### config.mk
export PLATFORM = sky130hd
export DESIGN_NAME = rd_rsp_rx
export DESIGN_NICKNAME = d
export VERILOG_FILES = /design/src/rtl/rd_rsp_pkg.sv /design/src/rtl/rsp_tag_table.sv /design/src/rtl/rsp_hdr_check.sv /design/src/rtl/rsp_beat_collect.sv /design/src/rtl/rd_rsp_rx.sv
export SDC_FILE = /design/constraint.sdc
export NUM_CORES = 1
export LEC_CHECK = 0
export BUFFER_PORTS_ARGS = -buffer_cell sky130_fd_sc_hd__buf_2
export CAP_MARGIN = 20
export CORE_AREA = 2 2 225 227
export CTS_CLUSTER_DIAMETER = 120
export DETAILED_ROUTE_END_ITERATION = 10
export DIE_AREA = 0 0 227 229
export GPL_TIMING_DRIVEN = 0
export PLACE_DENSITY = 0.81
export RECOVER_POWER = 25
export SLEW_MARGIN = 20
export SYNTH_ARGS = -nofsm -noshare
export SYNTH_HDL_FRONTEND = slang
export SYNTH_SLANG_ARGS = --single-unit
### constraint.sdc
create_clock -name clk_i -period 14.85 [get_ports clk_i]
set_clock_uncertainty 0.2 [all_clocks]
set_input_delay 1.485 -clock clk_i [delete_from_list [all_inputs] [get_ports clk_i]]
set_output_delay 1.485 -clock clk_i [all_outputs]
set_load 0.005 [all_outputs]
### src/rtl/rd_rsp_pkg.sv
package rd_rsp_pkg;
  localparam int unsigned TID_W  = 8;
  localparam int unsigned ID_W   = 16;
  localparam int unsigned PRIO_W = 2;
  localparam int unsigned SIZE_W = 9;
  localparam int unsigned CODE_W = 4;

  localparam logic [CODE_W-1:0] FCLASS_RSP  = 4'hD;
  localparam logic [CODE_W-1:0] KIND_DATA   = 4'h8;
  localparam logic [1:0]        ID_MODE_16  = 2'b01;

  typedef struct packed {
    logic [SIZE_W-1:0] pld_bytes;
    logic              vchan;
    logic              flow_pri;
    logic [PRIO_W-1:0] prio;
    logic [1:0]        id_mode;
    logic [CODE_W-1:0] fclass;
    logic [ID_W-1:0]   dst_id;
    logic [ID_W-1:0]   src_id;
    logic [CODE_W-1:0] kind;
    logic [CODE_W-1:0] status;
    logic [TID_W-1:0]  tid;
    logic [47:0]       rsvd;
  } rsp_hdr_t;

  localparam int unsigned HDR_W = $bits(rsp_hdr_t);

  typedef struct packed {
    logic [TID_W-1:0]  tid;
    logic [PRIO_W-1:0] prio;
    logic [ID_W-1:0]   src;
    logic [ID_W-1:0]   dst;
  } rd_entry_t;

  typedef enum logic [1:0] {
    ST_IDLE    = 2'd0,
    ST_COLLECT = 2'd1,
    ST_DRAIN   = 2'd2
  } rx_state_e;
endpackage

### src/rtl/rsp_tag_table.sv
module rsp_tag_table
  import rd_rsp_pkg::*;
#(
  parameter int unsigned NSLOT = 4,
  localparam int unsigned IDX_W = (NSLOT > 1) ? $clog2(NSLOT) : 1
) (
  input  logic             clk_i,
  input  logic             rst_ni,
  input  logic             alloc_i,
  input  rd_entry_t        alloc_ent_i,
  input  logic [TID_W-1:0] lkup_tid_i,
  output logic             hit_o,
  output logic [IDX_W-1:0] hit_idx_o,
  output rd_entry_t        hit_ent_o,
  input  logic             free_i,
  input  logic [IDX_W-1:0] free_idx_i,
  output logic             full_o
);
  logic [NSLOT-1:0] vld_q;
  rd_entry_t        ent_q [NSLOT];
  logic             dup;
  logic             have_free;
  logic [IDX_W-1:0] free_slot;

  // lowest index wins for both the lookup and the free-slot search
  always_comb begin
    hit_o     = 1'b0;
    hit_idx_o = '0;
    hit_ent_o = '0;
    dup       = 1'b0;
    have_free = 1'b0;
    free_slot = '0;
    for (int i = NSLOT - 1; i >= 0; i--) begin
      if (vld_q[i] && ent_q[i].tid == lkup_tid_i) begin
        hit_o     = 1'b1;
        hit_idx_o = IDX_W'(i);
        hit_ent_o = ent_q[i];
      end
      if (vld_q[i] && ent_q[i].tid == alloc_ent_i.tid) dup = 1'b1;
      if (!vld_q[i]) begin
        have_free = 1'b1;
        free_slot = IDX_W'(i);
      end
    end
  end

  assign full_o = ~have_free;

  always_ff @(posedge clk_i or negedge rst_ni) begin
    if (!rst_ni) begin
      vld_q <= '0;
      for (int i = 0; i < NSLOT; i++) ent_q[i] <= '0;
    end else begin
      for (int i = 0; i < NSLOT; i++) begin
        if (free_i && free_idx_i == IDX_W'(i)) vld_q[i] <= 1'b0;
        if (alloc_i && !dup && have_free && free_slot == IDX_W'(i)) begin
          vld_q[i] <= 1'b1;
          ent_q[i] <= alloc_ent_i;
        end
      end
    end
  end
endmodule

### src/rtl/rsp_hdr_check.sv
module rsp_hdr_check
  import rd_rsp_pkg::*;
#(
  parameter int unsigned MAX_BYTES = 32
) (
  input  logic [HDR_W-1:0] hdr_i,
  input  logic             hit_i,
  input  rd_entry_t        ent_i,
  output logic             ok_o,
  output logic             zero_len_o,
  output logic             oversize_o
);
  rsp_hdr_t h;
  logic     form_ok;
  logic     match_ok;

  assign h = rsp_hdr_t'(hdr_i);

  assign form_ok = (h.fclass == FCLASS_RSP) && (h.kind == KIND_DATA) &&
                   (h.id_mode == ID_MODE_16) && !h.vchan && !h.flow_pri &&
                   (h.rsvd == '0);

  // reply travels the other way, so its IDs are the request's swapped
  assign match_ok = hit_i && (h.prio > ent_i.prio) &&
                    (h.dst_id == ent_i.src) && (h.src_id == ent_i.dst);

  assign ok_o       = form_ok && match_ok;
  assign zero_len_o = (h.pld_bytes == '0);
  assign oversize_o = (h.pld_bytes > SIZE_W'(MAX_BYTES));
endmodule

### src/rtl/rsp_beat_collect.sv
module rsp_beat_collect #(
  parameter int unsigned DATA_W    = 128,
  parameter int unsigned MAX_BEATS = 2,
  parameter int unsigned CNT_W     = 6
) (
  input  logic                        clk_i,
  input  logic                        rst_ni,
  input  logic                        clear_i,
  input  logic                        beat_i,
  input  logic [DATA_W-1:0]           data_i,
  output logic [DATA_W*MAX_BEATS-1:0] data_o,
  output logic [CNT_W-1:0]            cnt_o
);
  logic [CNT_W-1:0] cnt_q;

  always_ff @(posedge clk_i or negedge rst_ni) begin
    if (!rst_ni)                        cnt_q <= '0;
    else if (clear_i)                   cnt_q <= '0;
    else if (beat_i && cnt_q != '1)     cnt_q <= cnt_q + 1'b1;
  end

  for (genvar g = 0; g < MAX_BEATS; g++) begin : g_slot
    logic [DATA_W-1:0] slot_q;
    always_ff @(posedge clk_i or negedge rst_ni) begin
      if (!rst_ni)                              slot_q <= '0;
      else if (clear_i)                         slot_q <= '0;
      else if (beat_i && cnt_q == CNT_W'(g))    slot_q <= data_i;
    end
    assign data_o[g*DATA_W +: DATA_W] = slot_q;
  end

  assign cnt_o = cnt_q;
endmodule

### src/rtl/rd_rsp_rx.sv
module rd_rsp_rx
  import rd_rsp_pkg::*;
#(
  parameter int unsigned DATA_W    = 128,
  parameter int unsigned MAX_BEATS = 2,
  parameter int unsigned NSLOT     = 4,
  localparam int unsigned EMPTY_W  = $clog2(DATA_W/8),
  localparam int unsigned RES_W    = DATA_W * MAX_BEATS
) (
  input  logic               clk_i,
  input  logic               rst_ni,
  input  logic               req_valid_i,
  output logic               req_ready_o,
  input  logic [TID_W-1:0]   req_tid_i,
  input  logic [PRIO_W-1:0]  req_prio_i,
  input  logic [ID_W-1:0]    req_src_i,
  input  logic [ID_W-1:0]    req_dst_i,
  input  logic               hd_valid_i,
  output logic               hd_ready_o,
  input  logic [HDR_W-1:0]   hd_data_i,
  input  logic               pd_valid_i,
  output logic               pd_ready_o,
  input  logic [DATA_W-1:0]  pd_data_i,
  input  logic               pd_sop_i,
  input  logic               pd_eop_i,
  input  logic [EMPTY_W-1:0] pd_empty_i,
  output logic               done_o,
  output logic [TID_W-1:0]   done_tid_o,
  output logic [CODE_W-1:0]  done_status_o,
  output logic [RES_W-1:0]   done_data_o,
  output logic               hdr_err_o,
  output logic               len_err_o
);
  localparam int unsigned IDX_W     = (NSLOT > 1) ? $clog2(NSLOT) : 1;
  localparam int unsigned CNT_W     = SIZE_W - EMPTY_W + 1;
  localparam int unsigned BYTES_W   = CNT_W + EMPTY_W;
  localparam int unsigned MAX_BYTES = RES_W / 8;

  rx_state_e         st_q;
  rsp_hdr_t          hdr;
  rd_entry_t         req_ent;
  rd_entry_t         hit_ent;
  logic              hit;
  logic [IDX_W-1:0]  hit_idx;
  logic              full;
  logic              hdr_ok, zero_len, oversize;
  logic              hd_fire, pd_fire, eop_fire;
  logic [CNT_W-1:0]  cnt;
  logic [BYTES_W-1:0] rx_bytes;
  logic              beat_bad, len_ok;
  logic              free_en;
  logic [IDX_W-1:0]  free_idx;
  logic              collect_clr, collect_beat;

  logic [IDX_W-1:0]  slot_q;
  logic [SIZE_W-1:0] size_q;
  logic              oversize_q;
  logic              sop_bad_q;
  logic [TID_W-1:0]  tid_q;
  logic [CODE_W-1:0] status_q;

  assign hdr     = rsp_hdr_t'(hd_data_i);
  assign req_ent = '{tid: req_tid_i, prio: req_prio_i, src: req_src_i, dst: req_dst_i};

  assign req_ready_o = ~full;
  assign hd_ready_o  = (st_q == ST_IDLE);
  assign pd_ready_o  = (st_q != ST_IDLE);
  assign hd_fire     = hd_valid_i && hd_ready_o;
  assign pd_fire     = pd_valid_i && pd_ready_o;
  assign eop_fire    = pd_fire && pd_eop_i;

  rsp_tag_table #(.NSLOT(NSLOT)) u_tab (
    .clk_i       (clk_i),
    .rst_ni      (rst_ni),
    .alloc_i     (req_valid_i && req_ready_o),
    .alloc_ent_i (req_ent),
    .lkup_tid_i  (hdr.tid),
    .hit_o       (hit),
    .hit_idx_o   (hit_idx),
    .hit_ent_o   (hit_ent),
    .free_i      (free_en),
    .free_idx_i  (free_idx),
    .full_o      (full)
  );

  rsp_hdr_check #(.MAX_BYTES(MAX_BYTES)) u_chk_hdr (
    .hdr_i      (hd_data_i),
    .hit_i      (hit),
    .ent_i      (hit_ent),
    .ok_o       (hdr_ok),
    .zero_len_o (zero_len),
    .oversize_o (oversize)
  );

  assign collect_clr  = (st_q == ST_IDLE) && hd_fire;
  assign collect_beat = (st_q == ST_COLLECT) && pd_fire;

  rsp_beat_collect #(
    .DATA_W    (DATA_W),
    .MAX_BEATS (MAX_BEATS),
    .CNT_W     (CNT_W)
  ) u_col (
    .clk_i   (clk_i),
    .rst_ni  (rst_ni),
    .clear_i (collect_clr),
    .beat_i  (collect_beat),
    .data_i  (pd_data_i),
    .data_o  (done_data_o),
    .cnt_o   (cnt)
  );

  // bytes delivered so far including this beat, minus the tail padding
  assign rx_bytes = {cnt, {EMPTY_W{1'b0}}} + BYTES_W'(DATA_W/8) - BYTES_W'(pd_empty_i);
  assign beat_bad = pd_sop_i != (cnt == '0);
  assign len_ok   = !sop_bad_q && !beat_bad && !oversize_q &&
                    (rx_bytes == BYTES_W'(size_q));

  always_comb begin
    free_en  = 1'b0;
    free_idx = slot_q;
    if (st_q == ST_IDLE) begin
      free_idx = hit_idx;
      free_en  = hd_fire && hdr_ok && zero_len;
    end else if (st_q == ST_COLLECT) begin
      free_en  = eop_fire && len_ok;
    end
  end

  always_ff @(posedge clk_i or negedge rst_ni) begin
    if (!rst_ni) begin
      st_q          <= ST_IDLE;
      slot_q        <= '0;
      size_q        <= '0;
      oversize_q    <= 1'b0;
      sop_bad_q     <= 1'b0;
      tid_q         <= '0;
      status_q      <= '0;
      done_o        <= 1'b0;
      done_tid_o    <= '0;
      done_status_o <= '0;
      hdr_err_o     <= 1'b0;
      len_err_o     <= 1'b0;
    end else begin
      done_o    <= 1'b0;
      hdr_err_o <= 1'b0;
      len_err_o <= 1'b0;
      unique case (st_q)
        ST_IDLE: begin
          if (hd_fire) begin
            slot_q     <= hit_idx;
            size_q     <= hdr.pld_bytes;
            oversize_q <= oversize;
            sop_bad_q  <= 1'b0;
            tid_q      <= hdr.tid;
            status_q   <= hdr.status;
            if (!hdr_ok) begin
              hdr_err_o <= 1'b1;
              st_q      <= zero_len ? ST_IDLE : ST_DRAIN;
            end else if (zero_len) begin
              done_o        <= 1'b1;
              done_tid_o    <= hdr.tid;
              done_status_o <= hdr.status;
            end else begin
              st_q <= ST_COLLECT;
            end
          end
        end
        ST_COLLECT: begin
          if (pd_fire && beat_bad) sop_bad_q <= 1'b1;
          if (eop_fire) begin
            st_q <= ST_IDLE;
            if (len_ok) begin
              done_o        <= 1'b1;
              done_tid_o    <= tid_q;
              done_status_o <= status_q;
            end else begin
              len_err_o <= 1'b1;
            end
          end
        end
        ST_DRAIN: begin
          if (eop_fire) st_q <= ST_IDLE;
        end
        default: st_q <= ST_IDLE;
      endcase
    end
  end
endmodule

==> impl_metrics.env, run 1 <==
export IMPL_switching_power_w=0.00174
export IMPL_grt_pass1_wl_um=129000
export IMPL_timing_max_slew_rel_slack_pct=-268
export IMPL_postcts_resize_cnt=0
export IMPL_synth_edff_count=0
export IMPL_final_weighted_congestion_in_routability_driven_placement=1.01
export IMPL_num_nets_final=3444
export IMPL_detailroute_via_count=22100
export IMPL_floorplan_die_area_um2=52000
export IMPL_routed_wl_um=88300
export IMPL_syn2layout_area_growth_pct=24.2
export IMPL_final_cell_area_um2=27800
export IMPL_critical_path_startpoint="hd_data_i[51]"
export IMPL_internal_power_w=0.00308
export IMPL_max_cap_viol_count=1
export IMPL_ffs_latches_synth=476
export IMPL_critical_path_reg2reg_endpoint="u_tab.vld_q[2]"
export IMPL_setup_reg_to_reg_worst_slack_ps=7870
export IMPL_cts_hold_fix_buffers=0
export IMPL_endpoint_kind="register"
export IMPL_floorplan_initialDensity_pct=45.1
export IMPL_power_combinational_fraction_pct=31.3
export IMPL_grt_pass1_vias=21000
export IMPL_placement_io_buffers=553
export IMPL_p_seq_share_pct=42.5
export IMPL_final_max_slew_violation_count=96
export IMPL_p_per_area_nw_per_um2=173
export IMPL_die_h_um=229
export IMPL_top_ports=570
export IMPL_clock_sinks=476
export IMPL_setup_total_negative_slack_ps=0
export IMPL_post_route_period_util_pct=51.4
export IMPL_finalSetupViolations=0
export IMPL_clk_pin_slew_ps=70
export IMPL_post_syn_area_per_cell_um2=8.92
export IMPL_synthesis_warning_total=0
export IMPL_violations="capacitance limit, slew limit"
export IMPL_dp_hpwl_um=66800
export IMPL_finalWorstPathRequiredPeriod_ps=7630
export IMPL_cp_endpoint="u_tab.vld_q[2]"
export IMPL_core_area_um2=49700
export IMPL_timing_critical_path_from_type="primary input"
export IMPL_leakagePower_nw=13.5
export IMPL_worst_endpoint_arrival_ps=7850
export IMPL_postSynth_asyncResetShare_pct=100
export IMPL_critical_path_reg2reg_startpoint="u_tab.ent_q[121]"
export IMPL_maximum_number_of_pins_on_one_net_before_global_route_repair=101
export IMPL_initial_antenna_violation_count=35
export IMPL_ant_nets=0
export IMPL_post_synth_top_flop="sky130_fd_sc_hd__dfrtp_1"
export IMPL_ctsRootBufferMaster="sky130_fd_sc_hd__clkbuf_16"
export IMPL_tightestPinTransition_ps=5520
export IMPL_tritoncts="yes"
export IMPL_globalRouteTotalUtil_pct=33.3
export IMPL_switching_share_pct=36.1
export IMPL_cts_htree_levels=2
export IMPL_cts_buf_count=52
export IMPL_cts_setup_buffers=0
export IMPL_rsz0062_at_grt="no"
export IMPL_hold_violations=0
export IMPL_clock_insertion_delay_worst_skew_ps=620
export IMPL_netlist_cell_type_count=67
export IMPL_worst_hold_path_type="register to register"
export IMPL_timing_setup_critical_path_class="primary input to register"
export IMPL_globalRouteOverflowTotal=0
export IMPL_synth_sequential_area_ratio_pct=53.1
export IMPL_drt_vias_per_instance=5.72
export IMPL_detail_route_first_pass_iterations=5
export IMPL_fmax_mhz=131
export IMPL_most_common_layout_cells="890 x sky130_fd_sc_hd__nand2_1, 570 x sky130_fd_sc_hd__buf_2, 476 x sky130_fd_sc_hd__dfrtp_1, 285 x sky130_fd_sc_hd__a21oi_1, 160 x sky130_fd_sc_hd__clkbuf_1"
export IMPL_die_x_um=227
export IMPL_drive_above_1_share_pct=23.7
export IMPL_cts_buffer_depth=3
export IMPL_worst_ir_drop_vdd_mv=0.103
export IMPL_status="finished with violations"
export IMPL_placed_area_um2=26200
export IMPL_mappedNetlistArea_um2=22400
export IMPL_first_iter_violations=2242
export IMPL_critical_path_maximum_fanout=10
export IMPL_post_synth_inst_count=2514
export IMPL_clock_power_share_pct=26.2
export IMPL_drt_drc_violations_left=0
export IMPL_required_ps=15070
export IMPL_worst_r2r_path_depth=22
export IMPL_syn_nets=2829
export IMPL_layout_commonest_cell="sky130_fd_sc_hd__nand2_1"
export IMPL_placement_rows=82
export IMPL_wl_cell_um=22.9
cell type report:
| type | count | area (um2) |
|---|---|---|
| Antenna cell | 15 | 37.5 |
| Buffer | 172 | 697 |
| Clock buffer | 78 | 1470 |
| Clock inverter | 17 | 160 |
| Fill cell | 4586 | 21800 |
| Inverter | 63 | 236 |
| Multi-Input combinational cell | 1803 | 9590 |
| Sequential cell | 476 | 11900 |
| Tap cell | 672 | 841 |
| Timing Repair Buffer | 561 | 2900 |
per-layer routing:
layer  vias up  share of wire [%]  global-route usage [%]
met5         -               0.20                       0
met4        28                5.6                    16.1
met3       299                 13                    10.9
met2      1387                 43                    48.6
met1     10700                 39                    44.6
li1       9682                  -                       -
critical path, stage by stage:
cell and delay (ps):
sky130_fd_sc_hd__buf_2 160, sky130_fd_sc_hd__xor2_1 160, sky130_fd_sc_hd__nor4_1 690, sky130_fd_sc_hd__and3_1 260
sky130_fd_sc_hd__buf_2 240, sky130_fd_sc_hd__buf_2 340, sky130_fd_sc_hd__buf_2 360, sky130_fd_sc_hd__buf_2 330
sky130_fd_sc_hd__a21oi_1 80, sky130_fd_sc_hd__a21oi_1 120, sky130_fd_sc_hd__nor2_1 50, sky130_fd_sc_hd__a21oi_1 280
sky130_fd_sc_hd__ha_1 230, sky130_fd_sc_hd__a21oi_1 130, sky130_fd_sc_hd__nor4_1 280, sky130_fd_sc_hd__nand4_1 160
sky130_fd_sc_hd__a211oi_1 340, sky130_fd_sc_hd__o311ai_0 230, sky130_fd_sc_hd__or3b_2 470, sky130_fd_sc_hd__nor4bb_1 320
sky130_fd_sc_hd__nand4b_1 320, sky130_fd_sc_hd__nor3_1 590, sky130_fd_sc_hd__a41oi_1 180
cell usage after synthesis (all sizes together), types with 32 or more instances:
cell,count,area share [%]
clkbuf,140,2.3
nor2,34,0.57
xnor2,65,2.6
dfrtp,476,53
a21oi,285,6.4
mux2,82,4.3
nand3,35,0.78
xor2,38,1.5
o21ai,70,1.6
nor4,65,1.9
buf,32,0.76
nand2,890,15
inv,61,1.0
power by group through the flow:
stage / clock network [W] / logic [W] / registers [W]
2_1_floorplan: 0 / 0.000829 / 0.00203
3_3_place_gp: 0 / 0.00143 / 0.00204
3_5_place_dp: 0 / 0.00147 / 0.00206
4_1_cts: 0.00127 / 0.00149 / 0.00204
5_1_grt: 0.00133 / 0.00166 / 0.00210
6_report: 0.00126 / 0.00151 / 0.00205
worst min path at each step:
stage / start / to / slack (ps) / cells after the start
final: tid_q[2] / tid_q[2] / 270 / 2
after floorplan: slot_q[1] / slot_q[1] / 240 / 2
after global routing: tid_q[6] / tid_q[6] / 290 / 2
after detailed placement: u_tab.ent_q[106] / u_tab.ent_q[106] / 260 / 2
after CTS: u_tab.ent_q[98] / u_tab.ent_q[98] / 270 / 2
after global placement: status_q[3] / status_q[3] / 250 / 2
kinds of logic after synthesis:
logic type                 Yosys count  share of synthesized area (%)
adders and majority gates           19                           1.06
xor gates and xnor gates           103                           4.06
AOI/OAI and AO/OA                  449                           11.3
DFF                                476                           53.1
and+or+nand+nor                   1143                           21.7
buffers and inverters              235                           4.16
muxes                               89                           4.60
flip-flops by register name (all words and copies together), names as in the netlist, 2 cells and up:
signal / flops
u_tab.ent_q: 168
done_tid_o: 8
u_col.g_slot.slot_q: 256
tid_q: 8
u_col.cnt_o: 6
u_tab.vld_q: 4
st_q: 2
size_q: 9
slot_q: 2
status_q: 4
done_status_o: 4
stage by stage:
stage                     hold WS, ps  power, W  instances  worst slack (ps)  util (%)
after floorplan                   239   0.00286       2514              8890         -
after global placement            254   0.00347       3739              2300      52.4
after detailed placement          257   0.00353       3747              6860      52.7
after CTS                         272   0.00480       3842              7460      56.0
after global routing              294   0.00508       3849              6950      56.0
final                             272   0.00482       3857              7220      56.1
Power figures use the tool's default switching activity.
==> run 2: changes to the inputs <==
- CORE_AREA: 2 2 225 227 -> 2 2 224 226
- DIE_AREA: 0 0 227 229 -> 0 0 226 228
- PLACE_DENSITY: 0.81 -> 0.84
- clock period: 14.85 -> 6.2 ns (I/O delays scaled with it)
==> run 2 against run 1 <==
Net effect: die area decreased by 0.88%; cell area increased by 0.37%; worst hold slack got worse by 240 ps; setup slack got worse by 7000 ps; first-iteration DRC count increased by 21%; the run still ends with capacitance limit, slew limit left; highest routed layer unchanged; largest cell class unchanged.
==> impl_metrics.env, run 2 (synthesis gave the netlist of run 1 again) <==
export IMPL_timing_setup_critical_path_class="register to register"
export IMPL_internal_power_w=0.00748
export IMPL_critical_path_depth=23
export IMPL_globalRoute_busiestLayer="met2"
export IMPL_critical_path_cell_chain="xnor2_1, nand4_1, nor3_4, clkbuf_4, clkbuf_4, buf_2, nand3_1, a21oi_1, a21oi_1, nor2_1, a21oi_1, ha_1, a21oi_1, nor4_1, nand4_1, a211oi_1, o311ai_0, or3b_2, nor4bb_1, nand4b_1, buf_4, nor3_4, a41oi_1"
export IMPL_worst_ir_drop_vdd_mv=0.285
export IMPL_cts_htree_levels=2
export IMPL_critical_path_reg2reg_startpoint="u_tab.ent_q[36]"
export IMPL_critPathTopFamily="simple AND/OR/NAND/NOR gates"
export IMPL_ant_nets=0
export IMPL_critical_path_reg2reg_endpoint="u_tab.vld_q[2]"
export IMPL_die_x_um=226
export IMPL_top_ports=570
export IMPL_violations="capacitance limit, slew limit"
export IMPL_finalSetupViolations=0
export IMPL_final_max_slew_violation_count=321
export IMPL_tightestPinTransition_ps=2450
export IMPL_pre_cts_slack_ps=-665
export IMPL_max_cap_viol_count=4
export IMPL_grt_pass1_vias=20400
export IMPL_worst_r2r_path_depth=23
export IMPL_final_weighted_congestion_in_routability_driven_placement=0.983
export IMPL_leakagePower_nw=13.5
export IMPL_largest_register_ffs=256
export IMPL_drt_drc_violations_left=0
export IMPL_syn2layout_area_growth_pct=24.7
export IMPL_finish_utilization_pct=56.6
export IMPL_post_layout_nonfiller_instances=3857
export IMPL_placement_io_buffers=553
export IMPL_switching_power_w=0.00424
export IMPL_floorplan_die_area_um2=51500
export IMPL_clk_pin_slew_ps=60
export IMPL_dpl_cell_count=3746
export IMPL_critical_path_maximum_fanout=10
export IMPL_switching_share_pct=36.2
export IMPL_dp_hpwl_um=67600
export IMPL_path_buf_inv=4
export IMPL_die_h_um=228
export IMPL_fmax_mhz=168
export IMPL_globalRouteTotalUtil_pct=34.1
export IMPL_detail_route_first_pass_iterations=6
export IMPL_clock_insertion_delay_worst_skew_ps=620
export IMPL_routed_wl_um=89800
export IMPL_placed_area_um2=26200
export IMPL_final_cell_area_um2=27900
export IMPL_grt_met2_usage_pct=49.8
export IMPL_cp_endpoint="u_tab.vld_q[2]"
export IMPL_layout_commonest_cell="sky130_fd_sc_hd__nand2_1"
export IMPL_timing_max_slew_rel_slack_pct=-63.6
export IMPL_timing_critical_path_from_type="register"
export IMPL_most_common_layout_cells="890 x sky130_fd_sc_hd__nand2_1, 563 x sky130_fd_sc_hd__buf_2, 476 x sky130_fd_sc_hd__dfrtp_1, 285 x sky130_fd_sc_hd__a21oi_1, 158 x sky130_fd_sc_hd__clkbuf_1"
export IMPL_globalRouteOverflowTotal=0
export IMPL_drt_vias_per_instance=5.71
export IMPL_tritoncts="yes"
export IMPL_hold_violations=0
export IMPL_maximum_number_of_pins_on_one_net_before_global_route_repair=100
export IMPL_global_route_usage_met1_pct=45.1
export IMPL_num_nets_final=3449
export IMPL_placement_rows=82
export IMPL_critical_path_most_common_cell="sky130_fd_sc_hd__a21oi_1"
export IMPL_setup_total_negative_slack_ps=0
export IMPL_setup_reg_to_reg_worst_slack_ps=250
export IMPL_worst_hold_path_type="primary input to register"
export IMPL_worst_endpoint_arrival_ps=6170
export IMPL_p_per_area_nw_per_um2=419
export IMPL_cts_buf_count=52
export IMPL_max_flop_register="u_col.g_slot.slot_q"
export IMPL_endpoint_kind="register"
export IMPL_biggest_regs="u_col.g_slot.slot_q (256), u_tab.ent_q (168), size_q (9)"
export IMPL_post_route_period_util_pct=95.9
export IMPL_initial_antenna_violation_count=32
export IMPL_drive_above_1_share_pct=23.9
export IMPL_power_combinational_fraction_pct=31.2
export IMPL_p_seq_share_pct=42.0
export IMPL_globalRouteMet3Util_pct=12.0
export IMPL_finalWorstPathRequiredPeriod_ps=5950
export IMPL_clock_sinks=476
export IMPL_required_ps=6430
export IMPL_floorplan_initialDensity_pct=45.4
export IMPL_core_area_um2=49300
export IMPL_cts_buffer_depth=3
export IMPL_wl_cell_um=23.3
export IMPL_worst_path_max_delay_cell="sky130_fd_sc_hd__or3b_2"
export IMPL_max_stage_delay_ps=480
export IMPL_status="finished with violations"
export IMPL_critical_path_startpoint="u_tab.ent_q[36]"
export IMPL_first_iter_violations=2719
export IMPL_final_setup_margin_ps=255
export IMPL_detailroute_via_count=22000
export IMPL_grt_pass1_wl_um=130000
export IMPL_clock_power_share_pct=26.8
export IMPL_ctsRootBufferMaster="sky130_fd_sc_hd__clkbuf_16"
## run 2: cell types whose count changed in the layout (fill, tap and decap cells not counted), sizes merged
cell	change
bufinv	+2
dlygate4sd3	+1
clkbuf	+7
clkinv	-4
diode	-2
inv	+1
buf	-5
## run 2: how the worst min path moves through the flow
stage | from | to | cells past startpoint
2_1_floorplan | rst_ni | done_o | 0
5_1_grt | hd_data_i[57] | status_q[1] | 3
3_3_place_gp | u_tab.ent_q[99] | u_tab.ent_q[99] | 2
3_5_place_dp | tid_q[5] | tid_q[5] | 2
4_1_cts | hd_data_i[57] | status_q[1] | 3
6_report | hd_data_i[57] | status_q[1] | 3
## run 2: per-layer routing
metal | wire, um | share of wire (%) | vias to the layer above
li1 | - | - | 9689
met1 | 34100 | 38 | 10500
met2 | 38300 | 43 | 1475
met3 | 12100 | 13 | 308
met4 | 5130 | 5.7 | 30
met5 | 197 | 0.22 | -
## run 2: repair_timing
action / CTS / global route
buffers inserted: 0 / 5
gates resized for setup: 5 / 11
pin swaps: 0 / 3
endpoints found under the hold margin: 35 / 0
endpoints found under the setup margin: 14 / 18
hold buffers: 1 / 0
## run 2: metrics by stage
step	hold slack (ps)	power [W]
finish	32.6	0.0117
global route	18.2	0.0123
CTS	3.83	0.0116
detailed placement	258	0.00848
global placement	253	0.00834
floorplan	124	0.00684
## run 2: worst min-delay path, stage by stage
cell	delay, ps
sky130_fd_sc_hd__buf_2	90
sky130_fd_sc_hd__nand2_1	40
sky130_fd_sc_hd__nand2_1	50
## run 2: power by group through the flow
stage / clock (W) / sequential, W / combinational (W)
after CTS: 0.00315 / 0.00488 / 0.00359
after global placement: 0 / 0.00488 / 0.00346
final: 0.00314 / 0.00492 / 0.00366
after detailed placement: 0 / 0.00492 / 0.00355
after floorplan: 0 / 0.00485 / 0.00199
after global routing: 0.00329 / 0.00503 / 0.00398
## run 2: area by class of cell
class	instances	area, um2
fill	4363	21400
inverter	63	236
clock inverter	16	209
multi-input combinational	1803	9640
tap	672	841
buffer	172	707
antenna	13	32.5
clock buffer	76	1470
sequential	476	11900
timing repair buffer	566	2900
==> run 3: changes to the inputs <==
- BUFFER_PORTS_ARGS: -buffer_cell sky130_fd_sc_hd__buf_2 -> unset
- CORE_AREA: 2 2 224 226 -> 2 2 225 227
- DIE_AREA: 0 0 226 228 -> 0 0 227 229
- DONT_BUFFER_PORTS: unset -> 1
- PLACE_DENSITY: 0.84 -> 0.6
==> run 3 against run 2 <==
Net effect: the run ends with hold timing, slew limit left; cell area is 3.0% lower; setup slack worse by 46 ps; highest routed layer unchanged; first-iteration DRC count down 31%.
==> impl_metrics.env, run 3 (synthesis gave the netlist of run 1 again) <==
export IMPL_status="finished with violations"
export IMPL_violations="hold timing, slew limit"
export IMPL_hold_violations=179
export IMPL_internal_power_w=0.00735
export IMPL_worst_endpoint_arrival_ps=6220
export IMPL_critical_path_reg2reg_startpoint="u_tab.ent_q[119]"
export IMPL_tightestPinTransition_ps=2970
export IMPL_critical_path_maximum_fanout=10
export IMPL_max_cap_viol_count=0
export IMPL_floorplan_die_area_um2=52000
export IMPL_grt_pass1_wl_um=128000
export IMPL_timing_hold_ws_ps=-441
export IMPL_clock_power_share_pct=29.4
export IMPL_final_max_slew_violation_count=344
export IMPL_ant_nets=0
export IMPL_first_iter_violations=1882
export IMPL_layout_commonest_cell="sky130_fd_sc_hd__nand2_1"
export IMPL_grt_pass1_vias=20100
export IMPL_required_ps=6430
export IMPL_drt_vias_per_instance=5.79
export IMPL_syn2layout_area_growth_pct=20.9
export IMPL_placement_io_buffers=0
export IMPL_maximum_number_of_pins_on_one_net_before_global_route_repair=477
export IMPL_worst_hold_path_type="primary input to asynchronous set/reset pin"
export IMPL_clk_pin_slew_ps=60
export IMPL_p_seq_share_pct=45.9
export IMPL_finalSetupViolations=0
export IMPL_post_route_period_util_pct=96.6
export IMPL_routed_wl_um=87900
export IMPL_core_area_um2=49700
export IMPL_layout_filler_cells=4571
export IMPL_max_flop_register="u_col.g_slot.slot_q"
export IMPL_setup_reg_to_reg_worst_slack_ps=210
export IMPL_dp_hpwl_um=64600
export IMPL_clock_sinks=476
export IMPL_die_h_um=229
export IMPL_globalRouteTotalUtil_pct=33.2
export IMPL_placement_rows=82
export IMPL_initial_antenna_violation_count=21
export IMPL_switching_power_w=0.00399
export IMPL_p_per_area_nw_per_um2=418
export IMPL_num_nets_final=3067
export IMPL_fmax_mhz=167
export IMPL_finalWorstPathRequiredPeriod_ps=5990
export IMPL_biggest_regs="u_col.g_slot.slot_q (256), u_tab.ent_q (168), size_q (9)"
export IMPL_ctsRootBufferMaster="sky130_fd_sc_hd__clkbuf_16"
export IMPL_switching_share_pct=35.2
export IMPL_cts_buf_count=53
export IMPL_wl_cell_um=25.3
export IMPL_post_layout_total_power_w=0.0113
export IMPL_final_setup_margin_ps=209
export IMPL_worst_ir_drop_vdd_mv=0.287
export IMPL_timing_setup_critical_path_class="register to register"
export IMPL_most_common_layout_cells="890 x sky130_fd_sc_hd__nand2_1, 476 x sky130_fd_sc_hd__dfrtp_1, 283 x sky130_fd_sc_hd__a21oi_1, 175 x sky130_fd_sc_hd__dlygate4sd3_1, 141 x sky130_fd_sc_hd__clkbuf_1"
export IMPL_floorplan_initialDensity_pct=45.1
export IMPL_detail_route_first_pass_iterations=6
export IMPL_leakagePower_nw=11.8
export IMPL_detailroute_via_count=20100
export IMPL_rsz0062_at_grt="no"
export IMPL_drive_above_1_share_pct=8.30
export IMPL_final_weighted_congestion_in_routability_driven_placement=0.960
export IMPL_top_ports=570
export IMPL_ff_latch_area_um2=11900
export IMPL_cts_htree_levels=2
export IMPL_cts_buffer_depth=3
export IMPL_worst_r2r_path_depth=23
export IMPL_globalRouteOverflowTotal=0
export IMPL_timing_critical_path_from_type="register"
export IMPL_cts_hold_fix_buffers=175
export IMPL_clock_insertion_delay_worst_skew_ps=610
export IMPL_critical_path_reg2reg_endpoint="u_tab.vld_q[2]"
export IMPL_timing_max_slew_rel_slack_pct=-98.2
export IMPL_drt_drc_violations_left=0
export IMPL_finish_utilization_pct=54.6
export IMPL_endpoint_kind="register"
export IMPL_tritoncts="yes"
export IMPL_multi_input_comb_area_um2=9680
export IMPL_die_x_um=227
export IMPL_largest_register_ffs=256
export IMPL_pre_cts_slack_ps=-1900
export IMPL_power_combinational_fraction_pct=24.7
run 3: layout make-up:
| cell class | instances | area share (%) |
|---|---|---|
| Buffer | 171 | 2.64 |
| Multi-Input combinational cell | 1803 | 35.7 |
| Antenna cell | 11 | 0.102 |
| Timing Repair Buffer | 184 | 6.71 |
| Inverter | 63 | 0.872 |
| Clock buffer | 80 | 6.12 |
| Tap cell | 672 | 3.10 |
| Clock inverter | 18 | 0.799 |
| Sequential cell | 476 | 43.9 |
run 3: timing repair:
action,4_1_cts,5_1_grt
endpoints found under the hold margin,882,476
resized for setup,19,8
pin swaps,5,2
buffers inserted,6,2
endpoints found under the setup margin,20,16
run 3: worst max path at each step:
stage / from / to / slack (ps) / depth (start not counted)
finish: u_tab.ent_q[119] / u_tab.vld_q[2] / 210 / 23
floorplan: hd_data_i[50] / u_tab.vld_q[2] / 1110 / 23
CTS: u_tab.ent_q[36] / u_tab.vld_q[2] / 30 / 23
global route: u_tab.ent_q[119] / done_status_o[2] / 5 / 23
global placement: hd_data_i[49] / u_tab.vld_q[2] / -2300 / 19
detailed placement: hd_data_i[50] / u_tab.vld_q[2] / -1900 / 23
run 3: metal layers:
layer / part of all wire [%] / routed length [um] / global-route usage, %
met2: 46 / 40300 / 52.2
met1: 38 / 33600 / 40.9
met5: 0.22 / 189 / 0
met3: 11 / 9360 / 11.4
met4: 5.0 / 4370 / 15.5
run 3: power by group through the flow:
| stage | registers, W | clock network [W] | logic, W |
|---|---|---|---|
| 4_1_cts | 0.00519 | 0.00339 | 0.00276 |
| 6_report | 0.00521 | 0.00334 | 0.00280 |
| 3_3_place_gp | 0.00519 | 0 | 0.00250 |
| 3_5_place_dp | 0.00524 | 0 | 0.00259 |
| 5_1_grt | 0.00531 | 0.00351 | 0.00312 |
| 2_1_floorplan | 0.00485 | 0 | 0.00199 |
run 3: through the flow:
stage / instances / cell area [um2] / TNS, ps
3_5_place_dp: 3187 / 23300 / -32700
5_1_grt: 3473 / 27100 / 0
2_1_floorplan: 2514 / 22400 / 0
6_report: 3478 / 27100 / 0
3_3_place_gp: 3186 / 23300 / -40240
4_1_cts: 3466 / 27100 / 0
run 3: critical path, cell delays in order, from the launching register on:
cell                       delay [ps]
sky130_fd_sc_hd__dfrtp_1          410
sky130_fd_sc_hd__xor2_1           190
sky130_fd_sc_hd__nor4_2           410
sky130_fd_sc_hd__and3_1           220
sky130_fd_sc_hd__clkbuf_4         250
sky130_fd_sc_hd__buf_6            220
sky130_fd_sc_hd__buf_4            270
sky130_fd_sc_hd__buf_4            240
sky130_fd_sc_hd__a21oi_1           60
sky130_fd_sc_hd__a21oi_1          110
sky130_fd_sc_hd__nor2_1            60
sky130_fd_sc_hd__a21oi_2          180
sky130_fd_sc_hd__ha_1             180
sky130_fd_sc_hd__a21oi_2          160
sky130_fd_sc_hd__nor4_4           480
sky130_fd_sc_hd__nand4_1          260
sky130_fd_sc_hd__a211oi_1         230
sky130_fd_sc_hd__o311ai_0         190
sky130_fd_sc_hd__or3b_2           490
sky130_fd_sc_hd__nor4bb_1         270
sky130_fd_sc_hd__nand4b_1         120
sky130_fd_sc_hd__buf_4            180
sky130_fd_sc_hd__nor3_2           280
sky130_fd_sc_hd__a41oi_1          150
